===== config.mk =====
export PLATFORM = sky130hd
export DESIGN_NAME = dnc_denorm_clamp
export DESIGN_NICKNAME = d
export VERILOG_FILES = /design/src/rtl/dnc_pkg.sv /design/src/rtl/dnc_ctrl_reg.sv /design/src/rtl/dnc_lane.sv /design/src/rtl/dnc_denorm_clamp.sv
export SDC_FILE = /design/constraint.sdc
export NUM_CORES = 1
export LEC_CHECK = 0
export BUFFER_PORTS_ARGS = -buffer_cell sky130_fd_sc_hd__buf_2
export CAP_MARGIN = 10
export CORE_MARGIN = 2
export CORE_UTILIZATION = 55
export CTS_CLUSTER_DIAMETER = 30
export DETAILED_ROUTE_END_ITERATION = 6
export PLACE_DENSITY = 0.73
export SLEW_MARGIN = 10
export SYNTH_ARGS = -nofsm -noshare
export SYNTH_HDL_FRONTEND = slang
export SYNTH_SLANG_ARGS = --single-unit

===== constraint.sdc =====
create_clock -name clk -period 5.77 [get_ports clk]
set_clock_uncertainty 0.1 [all_clocks]
set_input_delay 0.8655 -clock clk [delete_from_list [all_inputs] [get_ports clk]]
set_output_delay 0.8655 -clock clk [all_outputs]
set_load 0.02 [all_outputs]

===== src/rtl/dnc_pkg.sv =====
package dnc_pkg;

    localparam int MAX_DEPTH  = 12;
    localparam int NARROW_W   = 10;
    localparam int FLAG_BIT   = 2;
    localparam int CTRL_USED  = 3;

    typedef enum logic [1:0] {
        DEPTH_RAW = 2'd0,
        DEPTH_8   = 2'd1,
        DEPTH_10  = 2'd2,
        DEPTH_12  = 2'd3
    } depth_e;

    typedef struct packed {
        logic   v1;
        depth_e m1;
        logic   f1;
        logic   v2;
        depth_e m2;
        logic   f2;
    } pipe_t;

    // Largest code of a depth; also the scale multiplier (2^n - 1).
    function automatic logic [MAX_DEPTH-1:0] code_max(depth_e m);
        case (m)
            DEPTH_8:  code_max = 12'd255;
            DEPTH_10: code_max = 12'd1023;
            DEPTH_12: code_max = 12'd4095;
            default:  code_max = '0;
        endcase
    endfunction

endpackage


===== src/rtl/dnc_ctrl_reg.sv =====
module dnc_ctrl_reg
    import dnc_pkg::*;
#(
    parameter int CFG_W = 8
) (
    input  logic             clk,
    input  logic             rst_n,
    input  logic             we,
    input  logic [CFG_W-1:0] wdata,
    output logic [CFG_W-1:0] rdata,
    output depth_e           mode,
    output logic             narrow
);
    localparam logic [CFG_W-1:0] KEEP_MASK = CFG_W'((1 << CTRL_USED) - 1);

    logic [CFG_W-1:0] reg_d, reg_q;

    always_comb begin
        reg_d = reg_q;
        if (we) begin
            reg_d = wdata & KEEP_MASK;
        end
    end

    always_ff @(posedge clk) begin
        if (!rst_n) begin
            reg_q <= '0;
        end else begin
            reg_q <= reg_d;
        end
    end

    assign rdata  = reg_q;
    assign mode   = depth_e'(reg_q[1:0]);
    assign narrow = reg_q[FLAG_BIT];

endmodule


===== src/rtl/dnc_lane.sv =====
module dnc_lane
    import dnc_pkg::*;
#(
    parameter int IN_W   = 16,
    parameter int FRAC_W = 12,
    parameter int OUT_W  = 12
) (
    input  logic              clk,
    input  logic              rst_n,
    input  logic              adv,
    input  logic [IN_W-1:0]   pix_i,
    input  depth_e            mode_in,
    input  depth_e            mode_s1,
    input  logic              flag_s1,
    output logic [OUT_W-1:0]  pix_o
);
    localparam int PROD_W = IN_W + MAX_DEPTH;
    localparam int RND_W  = PROD_W - FRAC_W + 1;
    localparam logic [PROD_W:0] HALF = (PROD_W+1)'(1) << (FRAC_W - 1);

    typedef struct packed {
        logic [PROD_W-1:0] prod;
        logic [FRAC_W-1:0] frac;
        logic [OUT_W-1:0]  res;
    } lane_t;

    lane_t st_d, st_q;

    logic [PROD_W:0]   biased;
    logic [RND_W-1:0]  rnd;
    logic [RND_W-1:0]  lim;
    logic [RND_W-1:0]  clamped;
    logic [OUT_W-1:0]  fmt_v;

    always_comb begin
        // stage 2 arithmetic on the registered product
        biased  = {1'b0, st_q.prod} + HALF;
        rnd     = RND_W'(biased >> FRAC_W);
        lim     = RND_W'(code_max(mode_s1));
        clamped = (rnd > lim) ? lim : rnd;

        case (mode_s1)
            DEPTH_RAW: fmt_v = flag_s1 ? OUT_W'(st_q.frac >> (FRAC_W - NARROW_W))
                                       : OUT_W'(st_q.frac >> (FRAC_W - OUT_W));
            DEPTH_8:   fmt_v = flag_s1 ? OUT_W'(clamped << 2) : OUT_W'(clamped);
            DEPTH_10:  fmt_v = OUT_W'(clamped);
            default:   fmt_v = flag_s1 ? OUT_W'(clamped >> 2) : OUT_W'(clamped);
        endcase

        st_d = st_q;
        if (adv) begin
            st_d.prod = PROD_W'(pix_i) * PROD_W'(code_max(mode_in));
            st_d.frac = pix_i[FRAC_W-1:0];
            st_d.res  = fmt_v;
        end
    end

    always_ff @(posedge clk) begin
        if (!rst_n) begin
            st_q <= '0;
        end else begin
            st_q <= st_d;
        end
    end

    assign pix_o = st_q.res;

endmodule


===== src/rtl/dnc_denorm_clamp.sv =====
module dnc_denorm_clamp
    import dnc_pkg::*;
#(
    parameter int NCOMP  = 3,
    parameter int IN_W   = 16,
    parameter int FRAC_W = 12,
    parameter int OUT_W  = 12,
    parameter int CFG_W  = 8
) (
    input  logic                    clk,
    input  logic                    rst_n,
    input  logic                    cfg_we,
    input  logic [CFG_W-1:0]        cfg_wdata,
    output logic [CFG_W-1:0]        cfg_rdata,
    input  logic                    in_valid,
    output logic                    in_ready,
    input  logic [NCOMP*IN_W-1:0]   in_data,
    output logic                    out_valid,
    input  logic                    out_ready,
    output logic [NCOMP*OUT_W-1:0]  out_data
);
    depth_e cur_mode;
    logic   cur_narrow;
    pipe_t  pp_d, pp_q;
    logic   adv;
    depth_e tag_mode_q;
    logic   tag_flag_q;

    dnc_ctrl_reg #(.CFG_W(CFG_W)) u_ctrl (
        .clk    (clk),
        .rst_n  (rst_n),
        .we     (cfg_we),
        .wdata  (cfg_wdata),
        .rdata  (cfg_rdata),
        .mode   (cur_mode),
        .narrow (cur_narrow)
    );

    assign adv = out_ready;

    always_comb begin
        pp_d = pp_q;
        if (adv) begin
            pp_d.v1 = in_valid;
            pp_d.m1 = cur_mode;
            pp_d.f1 = cur_narrow;
            pp_d.v2 = pp_q.v1;
            pp_d.m2 = pp_q.m1;
            pp_d.f2 = pp_q.f1;
        end
    end

    always_ff @(posedge clk) begin
        if (!rst_n) begin
            pp_q <= '0;
        end else begin
            pp_q <= pp_d;
        end
    end

    generate
        for (genvar gi = 0; gi < NCOMP; gi++) begin : g_lane
            dnc_lane #(
                .IN_W   (IN_W),
                .FRAC_W (FRAC_W),
                .OUT_W  (OUT_W)
            ) u_lane (
                .clk     (clk),
                .rst_n   (rst_n),
                .adv     (adv),
                .pix_i   (in_data[gi*IN_W +: IN_W]),
                .mode_in (cur_mode),
                .mode_s1 (pp_q.m1),
                .flag_s1 (pp_q.f1),
                .pix_o   (out_data[gi*OUT_W +: OUT_W])
            );
        end
    endgenerate

    assign in_ready   = out_ready;
    assign out_valid  = pp_q.v2;
    assign tag_mode_q = pp_q.m2;
    assign tag_flag_q = pp_q.f2;

endmodule


==> reports/metrics.yaml, run 1 <==
outcome: "finished, violations left"
violations: "negative setup slack"
final_layout_size_suffix_gt1_share_pct: 18.4
core_area_um2: 39900
place_area_um2: 24700
period_minus_slack_ns: 5.84
start_kind: "flop"
final_cell_mix: "inv_1 (524), fa_1 (356), buf_4 (230)"
fp-row-count: 73
max_clock_freq_mhz: 171
final_common_cell: "inv_1"
antenna_found_initial: 0
die_w_um: 206
slew_viol_final: 0
drc: 0
cts_buffers: 17
synth-seq-area-share_pct: 11.7
postCtsHoldBufs: 0
pre_cts_ws_ns: -0.314
clockBufferDepth: 2
p_leak_nw: 13.7
ys_types: 74
place_congestion: 0.926
netlist_instances: 2484
tightestPinTransition_ns: 0.915
nets: 3363
crit_required_ns: 5.99
ir_drop_v: 0.000260
diodes: 0
hold_ws_ns: 0.342
hold_class: "reg2reg"
clk_pin_slew_worst_paths_ns: 0.07
worst_slack_ns: -0.0665
die_area_um2: 42300
yosysWarnings: 0
hold_violations: 0
critPathMaxFanout: 17
die_h_um: 206
syn_avg_cell_area_um2: 9.00
setup_viol: 4
cpPeakStageDelay_ns: 0.56
grt_usage_pct: 26.9
worst_path_max_delay_cell: "fa_1"
via_per_inst: 5.44
grt_max_degree: 81
wl_um: 56100
drtIter0Drc: 1257
pwr_density_cell_nw_per_um2: 351
clock-sinks: 131
overflow: 0
port_buffers: 96
rsz0062_at_grt: "true"
r2r-start: "u_ctrl.rdata[0]"
finish.utilization_pct: 65.1
grt_pass1_vias: 18453
p_total_mw: 9.12
cp_num_buf_inv: 5
start_util_pct: 56.0
yosys_most_used_dff: "dfxtp_1"
htreeDepth: 4
design_area_um2: 26000
synthArstFlopShare_pct: 0
max_slew_margin_pct: 39.0
ios: 107
ant_nets: 0
cap_violations: 0
synth_top_cell_area_share_pct: 33.1
cts_tree: "done"
synth_area_leader_cell: "fa_1"
grt_pass1_wl_um: 90400
clk_latency_ns: 0.43
wl_per_cell_um: 17.2
synth_area_leaders: "fa_1 (33%), ha_1 (12%), dfxtp_1 (12%)"
worstPathArrival_ns: 6.06
crit_family: "adder cells"
cts-root-buf: "clkbuf_16"
vias: 17713
synthToLayoutAreaGrowth_pct: 16.2
crit_type: "reg2reg"
drtPass1Iterations: 6
syn_area_um2: 22300
worstSetupStartpoint: "u_ctrl.rdata[0]"
dpl.hpwl_um: 45100
cpMostUsedCell: "fa_1"
synth_edf_count: 0
synth_seq_cells: 131
worstSetupEndpointType: "flop"
period_share_pct: 101
cp_cell_sequence: "or2_4, buf_12, buf_12, nand2_4, inv_2, fa_1, fa_1, fa_1, fa_1, inv_1, fa_1, inv_1, ha_4, a21o_1, a221o_1, nand2_2, o21ai_2, a211o_1, or4_1, and3_1"
hp-start: "g_lane[0].u_lane.pix_o[2]"
==> cell usage after synthesis, types with 4 or more instances <==
cell	count
o22ai_1	12
a211oi_1	14
or3_1	4
buf_1	8
o31ai_1	8
nand3_1	40
inv_1	539
fa_1	369
o211ai_1	16
nor3_1	21
nor2b_1	77
xnor2_1	48
nand4_1	20
clkbuf_1	71
xor2_1	37
o21ai_1	5
a32oi_1	4
and3_1	56
mux2i_1	89
ha_1	216
a221oi_1	6
o21a_1	12
buf_4	46
a21o_1	28
dfxtp_1	131
a21oi_1	80
nor2_1	73
o21ai_0	93
o2111ai_1	5
nand2_1	161
a311oi_1	5
a32o_1	4
o21bai_1	6
a221o_1	7
and2_1	70
nand2b_1	9
mux2_2	8
a31oi_1	24
==> report_power, final <==
part           switching, mW  internal [mW]
clock network          0.444          0.742
registers              0.139           1.04
logic                   3.61           3.15
total                   4.19           4.93
==> repair_timing <==
item | 4_1_cts | 5_1_grt
gates cloned | 0 | 2
setup buffers | 2 | 20
pin swaps | 7 | 44
endpoints found under the setup margin | 14 | 38
gates resized for setup | 16 | 107
==> path summary, 6_finish.rpt <==
kind                                             endpoint  slack [ns]  depth (start not counted)
worst max-delay path            g_lane[0].u_lane.st_q[50]       -0.07                         20
worst min-delay path            g_lane[0].u_lane.pix_o[2]        0.34                          2
worst max register to register  g_lane[0].u_lane.st_q[50]       -0.07                         20
worst min register to register  g_lane[0].u_lane.pix_o[2]        0.34                          2
==> metal layers <==
layer | part of all wire (%) | vias to the layer above | global-route usage (%)
met3 | 6.2 | 90 | 4.28
li1 | - | 8382 | -
met2 | 48 | 533 | 45.0
met4 | 2.7 | 0 | 8.17
met5 | 0 | - | 0
met1 | 43 | 8708 | 36.1
==> through the flow <==
stage	TNS, ns	cells
after floorplan	-0.0226	2488
after global placement	-3.64	3199
after detailed placement	-5.42	3199
after CTS	-0.0884	3233
after global routing	-3.08	3255
final	-0.176	3255
==> logic make-up after synthesis <==
| logic type | Yosys count | share of synthesized area, % |
|---|---|---|
| muxes | 97 | 4.39 |
| AOI/OAI and AO/OA | 363 | 10.5 |
| other | 1 | 0.0168 |
| adders and majority gates | 585 | 45.1 |
| xor gates and xnor gates | 85 | 3.33 |
| DFF | 131 | 11.7 |
| buffers and inverters | 669 | 12.1 |
| and+or+nand+nor | 553 | 12.8 |
==> registers in the layout, summed over array words and instances, names as in the netlist <==
signal / cells
g_lane.u_lane.st_q: 87
g_lane.u_lane.pix_o: 36
pp_q: 4
u_ctrl.rdata: 3
out_valid: 1
==> area by class of cell <==
cell class,count,area [µm²]
multi-input cells,1688,17600
fillers,3143,13900
flip-flops and latches,131,2630
repair buffers,339,2420
inverters,540,2030
well taps,525,657
clock buffers,18,439
clock inverters,14,201
==> worst reg2reg max path, stage by stage, from the launching register on <==
cell and delay (ns):
dfxtp_4 0.35, or2_4 0.24, buf_12 0.16, buf_12 0.19
nand2_4 0.10, inv_2 0.08, fa_1 0.55, fa_1 0.47
fa_1 0.55, fa_1 0.56, inv_1 0.05, fa_1 0.53
inv_1 0.06, ha_4 0.24, a21o_1 0.19, a221o_1 0.36
nand2_2 0.08, o21ai_2 0.07, a211o_1 0.27, or4_1 0.39
and3_1 0.15
(Power assumes the default switching activity.)
==> inputs of run 2 (changes only) <==
- REMOVE_ABC_BUFFERS: not set -> 1
==> run 2 against run 1 <==
  * Design area grew 0.69%
  * Power shrank 1.4%
  * The flow still finishes with violations (negative setup slack)
  * Critical path depth is the same
  * Fmax shrank 2.0%
  * Global-route usage grew 0.33 points
  * Count of clock-buffer cells in the layout is the same
  * First-iteration DRC count shrank 19%
==> reports/metrics.yaml, run 2 (same netlist as run 1, synthesis figures left out) <==
outcome: "finished, violations left"
violations: "negative setup slack"
hold_class: "reg2reg"
ant_nets: 0
regToRegSetupSlack_ns: -0.18
drtIter0Drc: 1018
r2r_cells: 20
diodes: 0
wl_per_cell_um: 16.7
clk_latency_ns: 0.44
seqCellArea_um2: 2630
die_h_um: 206
cts_tree: "done"
start_kind: "flop"
ir_drop_v: 0.000252
worstSetupEndpointType: "flop"
core_area_um2: 39900
p_leak_nw: 13.9
grt_pass1_vias: 18873
final_layout_size_suffix_gt1_share_pct: 19.0
fin_setup_tns_ns: -1.04
pwr_density_cell_nw_per_um2: 344
fp-row-count: 73
max_slew_margin_pct: 38.0
dpl.hpwl_um: 44000
htreeDepth: 4
crit_family: "adder cells"
crit_required_ns: 5.99
drtPass1Iterations: 5
critPathMaxFanout: 7
hold_violations: 0
largest_reg_flops: 87
rsz0062_at_grt: "true"
overflow: 0
cap_violations: 0
cts-root-buf: "clkbuf_16"
crit_type: "reg2reg"
cpMostUsedCell: "fa_1"
hold_ws_ns: 0.352
grt_max_degree: 69
whs_path_depth: 2
worst_slack_ns: -0.184
setup_viol: 17
top_register: "g_lane.u_lane.st_q"
r2r-end: "g_lane[0].u_lane.st_q[50]"
hp-start: "g_lane[1].u_lane.pix_o[2]"
die_area_um2: 42300
placed_cells: 3247
ios: 107
tightestPinTransition_ns: 0.930
max_clock_freq_mhz: 168
cp_cell_sequence: "or2_4, buf_4, buf_6, and2_4, fa_1, fa_1, fa_1, fa_1, inv_1, fa_1, inv_1, ha_4, a21o_1, a21o_1, a221o_1, nand2_2, o21ai_4, a211o_1, or4_1, and3_1"
vias: 17713
clock-sinks: 131
cpPeakStageDelay_ns: 0.55
antenna_found_initial: 0
worst_path_max_delay_cell: "fa_1"
nFillCells: 3186
period_share_pct: 103
cp_num_buf_inv: 4
synthToLayoutAreaGrowth_pct: 17.0
multi_input_area_um2: 17400
period_minus_slack_ns: 5.95
final_common_cell: "inv_1"
instances_no_fill: 3305
holdPathEnd: "g_lane[1].u_lane.pix_o[2]"
grt_usage_pct: 27.3
clockBufferDepth: 2
grt_pass1_wl_um: 91700
wl_um: 55100
drc: 0
worstPathArrival_ns: 6.18
clk_pin_slew_worst_paths_ns: 0.06
nets: 3413
via_per_inst: 5.36
port_buffers: 96
finish.utilization_pct: 65.5
die_w_um: 206
postCtsHoldBufs: 0
cts_buffers: 17
place_congestion: 0.898
start_util_pct: 56.0
pre_cts_ws_ns: -0.493
slew_viol_final: 0
r2r-start: "u_ctrl.rdata[1]"
final_cell_mix: "inv_1 (531), fa_1 (361), buf_4 (283)"
run 2: cell count changes in the layout (fill, tap and decap cells not counted), moves of 3 or more:
cell     delta
buf_4      +53
buf_6       -3
fa_1        +5
fa_2        -5
ha_1        +7
ha_4        -8
inv_1       +7
inv_2       -5
nand2_1     +5
o21ai_2     -3
run 2: where the power goes:
part | switching [mW] | internal [mW] | leakage [nW]
sequential | 0.135 | 1.04 | 1.08
combinational | 3.57 | 3.15 | 12.5
clock | 0.443 | 0.665 | 0.292
total | 4.14 | 4.85 | 13.9
run 2: how the worst max path moves through the flow:
stage                                      to             from  depth (start not counted)
finish              g_lane[0].u_lane.st_q[50]  u_ctrl.rdata[1]                         20
global route        g_lane[2].u_lane.st_q[51]  u_ctrl.rdata[1]                         22
floorplan           g_lane[0].u_lane.st_q[50]  u_ctrl.rdata[1]                         18
global placement    g_lane[0].u_lane.st_q[50]       in_data[8]                         18
CTS                 g_lane[2].u_lane.st_q[51]  u_ctrl.rdata[0]                         22
detailed placement  g_lane[0].u_lane.st_q[50]       in_data[8]                         18
run 2: worst reg2reg max path, delay by kind of cell, from the launching register on:
| family | cells | cell delay [ns] |
|---|---|---|
| buffers and inverters | 4 | 0.44 |
| DFF | 1 | 0.32 |
| and+or+nand+nor | 5 | 1.12 |
| AOI/OAI and AO/OA | 5 | 1.02 |
| adders and majority gates | 6 | 2.83 |
run 2: what timing repair did:
item,CTS,global route
buffers inserted,13,12
endpoints found under the setup margin,40,41
gates cloned,0,1
pin swaps,22,27
resized for setup,85,46
run 2: final cells by class:
type                       count  area share (%)
multi-input combinational   1688            66.7
timing repair buffer         389            10.6
sequential                   131            10.1
inverter                     540            7.75
tap                          525            2.51
clock buffer                  18            1.72
clock inverter                14           0.579
run 2: metrics by stage:
step	area [µm²]	power (mW)
finish	26100	8.99
global route	26100	9.95
CTS	25900	8.70
detailed placement	24900	7.28
global placement	24900	7.05
floorplan	21700	5.29
run 2: routing by layer:
| metal | GRT usage, % | up-vias | wire length [µm] |
|---|---|---|---|
| li1 | - | 8473 | - |
| met1 | 35.4 | 8708 | 23600 |
| met2 | 46.9 | 435 | 27200 |
| met3 | 4.01 | 97 | 2710 |
| met4 | 8.79 | 0 | 1650 |
| met5 | 0 | - | 0 |
==> inputs of run 3 (changes only) <==
- CORE_MARGIN: 2 -> not set
- CORE_UTILIZATION: 55 -> 59
- PLACE_DENSITY: 0.73 -> 0.78
==> run 3 against run 2 <==
  * First-iteration DRC count is 14% higher
  * Clock power hardly changed
  * Largest power group unchanged
  * Utilization is 6.8 points higher
  * Count of clock-buffer cells in the layout stayed put
  * The flow finishes with violations (design-rule violations, negative setup slack)
  * Setup slack better by 0.047 ns
  * Largest cell class unchanged
  * Global-route usage is 2.6 points higher
  * Critical path depth is 3 higher
  * Non-clock buffer count is 14 higher
  * Sequential power hardly changed
  * Design area is 2.2% higher
  * Register-to-register slack better by 0.05 ns
==> reports/metrics.yaml, run 3 (same netlist as run 1, synthesis figures left out) <==
outcome: "finished, violations left"
violations: "design-rule violations, negative setup slack"
via_per_inst: 5.60
wl_um: 59300
cp_num_buf_inv: 7
slew_viol_final: 0
grt_usage_pct: 29.9
pwr_density_cell_nw_per_um2: 353
antenna_found_initial: 3
top_register: "g_lane.u_lane.st_q"
die_area_um2: 38700
p_total_mw: 9.44
p_leak_nw: 14.0
die_h_um: 197
synthToLayoutAreaGrowth_pct: 19.6
worst_slack_ns: -0.137
period_share_pct: 102
cts_tree: "done"
ant_nets: 0
port_buffers: 96
clk_latency_ns: 0.42
final_cell_mix: "inv_1 (511), fa_1 (338), buf_4 (277)"
cp_cell_sequence: "or2_4, buf_12, buf_8, and2_4, buf_4, fa_2, fa_1, fa_2, fa_1, inv_2, fa_1, inv_2, ha_4, a21o_1, a21o_1, a221o_1, nand2_2, buf_4, buf_6, o21a_1, o21bai_1, a211o_1, a32o_1"
start_util_pct: 60.5
htreeDepth: 4
grt_pass1_vias: 19221
setup_viol: 15
cpMostUsedCell: "fa_1"
fin_setup_tns_ns: -0.913
rsz0062_at_grt: "true"
fp-row-count: 70
max_clock_freq_mhz: 169
drc: 24
grt_pass1_wl_um: 92800
core_area_um2: 37000
cpPeakStageDelay_ns: 0.54
largest_reg_flops: 87
drtPass1Iterations: 7
ir_drop_v: 0.000272
nFillCells: 2625
cts_buffers: 17
die_w_um: 197
place_area_um2: 24800
critPathMaxFanout: 5
ios: 107
multi_input_area_um2: 17800
max_slew_margin_pct: 31.9
wl_per_cell_um: 18.0
seqCellArea_um2: 2640
final_layout_size_suffix_gt1_share_pct: 22.1
clock-sinks: 131
place_congestion: 0.920
period_minus_slack_ns: 5.91
clockBufferDepth: 2
finish.utilization_pct: 72.3
clk_pin_slew_worst_paths_ns: 0.06
cap_violations: 0
final_common_cell: "inv_1"
placed_cells: 3219
nets: 3428
cts-root-buf: "clkbuf_16"
hold_class: "reg2reg"
start_kind: "flop"
crit_required_ns: 5.98
tightestPinTransition_ns: 1.02
drtIter0Drc: 1165
regToRegSetupSlack_ns: -0.14
instances_no_fill: 3300
crit_family: "adder cells"
worstPathArrival_ns: 6.12
crit_type: "reg2reg"
worst_path_max_delay_cell: "fa_1"
overflow: 0
hold_violations: 0
design_area_um2: 26700
postCtsHoldBufs: 0
worstSetupEndpointType: "flop"
grt_max_degree: 68
dpl.hpwl_um: 44000
vias: 18466
-- run 3: area by class of cell --
cell class / count / share of cell area [%]
antenna: 1 / 0.00937
multi-input combinational: 1689 / 66.5
sequential: 131 / 9.86
clock buffer: 18 / 1.64
timing repair buffer: 403 / 11.5
clock inverter: 14 / 0.539
tap: 504 / 2.36
inverter: 540 / 7.60
-- run 3: worst paths after layout --
check / from / endpoint / cells after the start
max reg2reg: u_ctrl.rdata[1] / g_lane[0].u_lane.st_q[48] / 23
min reg2reg: g_lane[2].u_lane.st_q[51] / g_lane[2].u_lane.st_q[51] / 2
min: g_lane[2].u_lane.st_q[51] / g_lane[2].u_lane.st_q[51] / 2
max: u_ctrl.rdata[1] / g_lane[0].u_lane.st_q[48] / 23
-- run 3: metal layers --
metal	share of wire [%]	track usage, %	wire length (µm)
met5	0	0	0
met4	3.2	8.96	1920
met3	7.2	4.57	4260
met1	40	38.5	23800
met2	49	52.0	29300
-- run 3: tightest hold or removal path, cell delays in order (launching register included) --
cell and delay (ns):
dfxtp_1 0.32, nand2_1 0.05, o21ai_1 0.05
-- run 3: where the power goes --
group          switching, mW  internal (mW)  total (mW)  leakage [nW]
clock                  0.462          0.619        1.08         0.275
sequential             0.141           1.04        1.18          1.08
combinational           3.80           3.38        7.18          12.6
-- run 3: through the flow --
stage	hold slack (ns)	setup slack, ns
floorplan	0.326	-1.48
global placement	0.335	-0.392
detailed placement	0.335	-0.454
CTS	0.351	-0.0528
global route	0.366	-0.332
finish	0.357	-0.137
-- run 3: repair_timing --
item,CTS,global route
cloned,2,4
gates resized for setup,118,125
buffers inserted,12,32
pin swaps,49,133
endpoints found under the setup margin,43,40
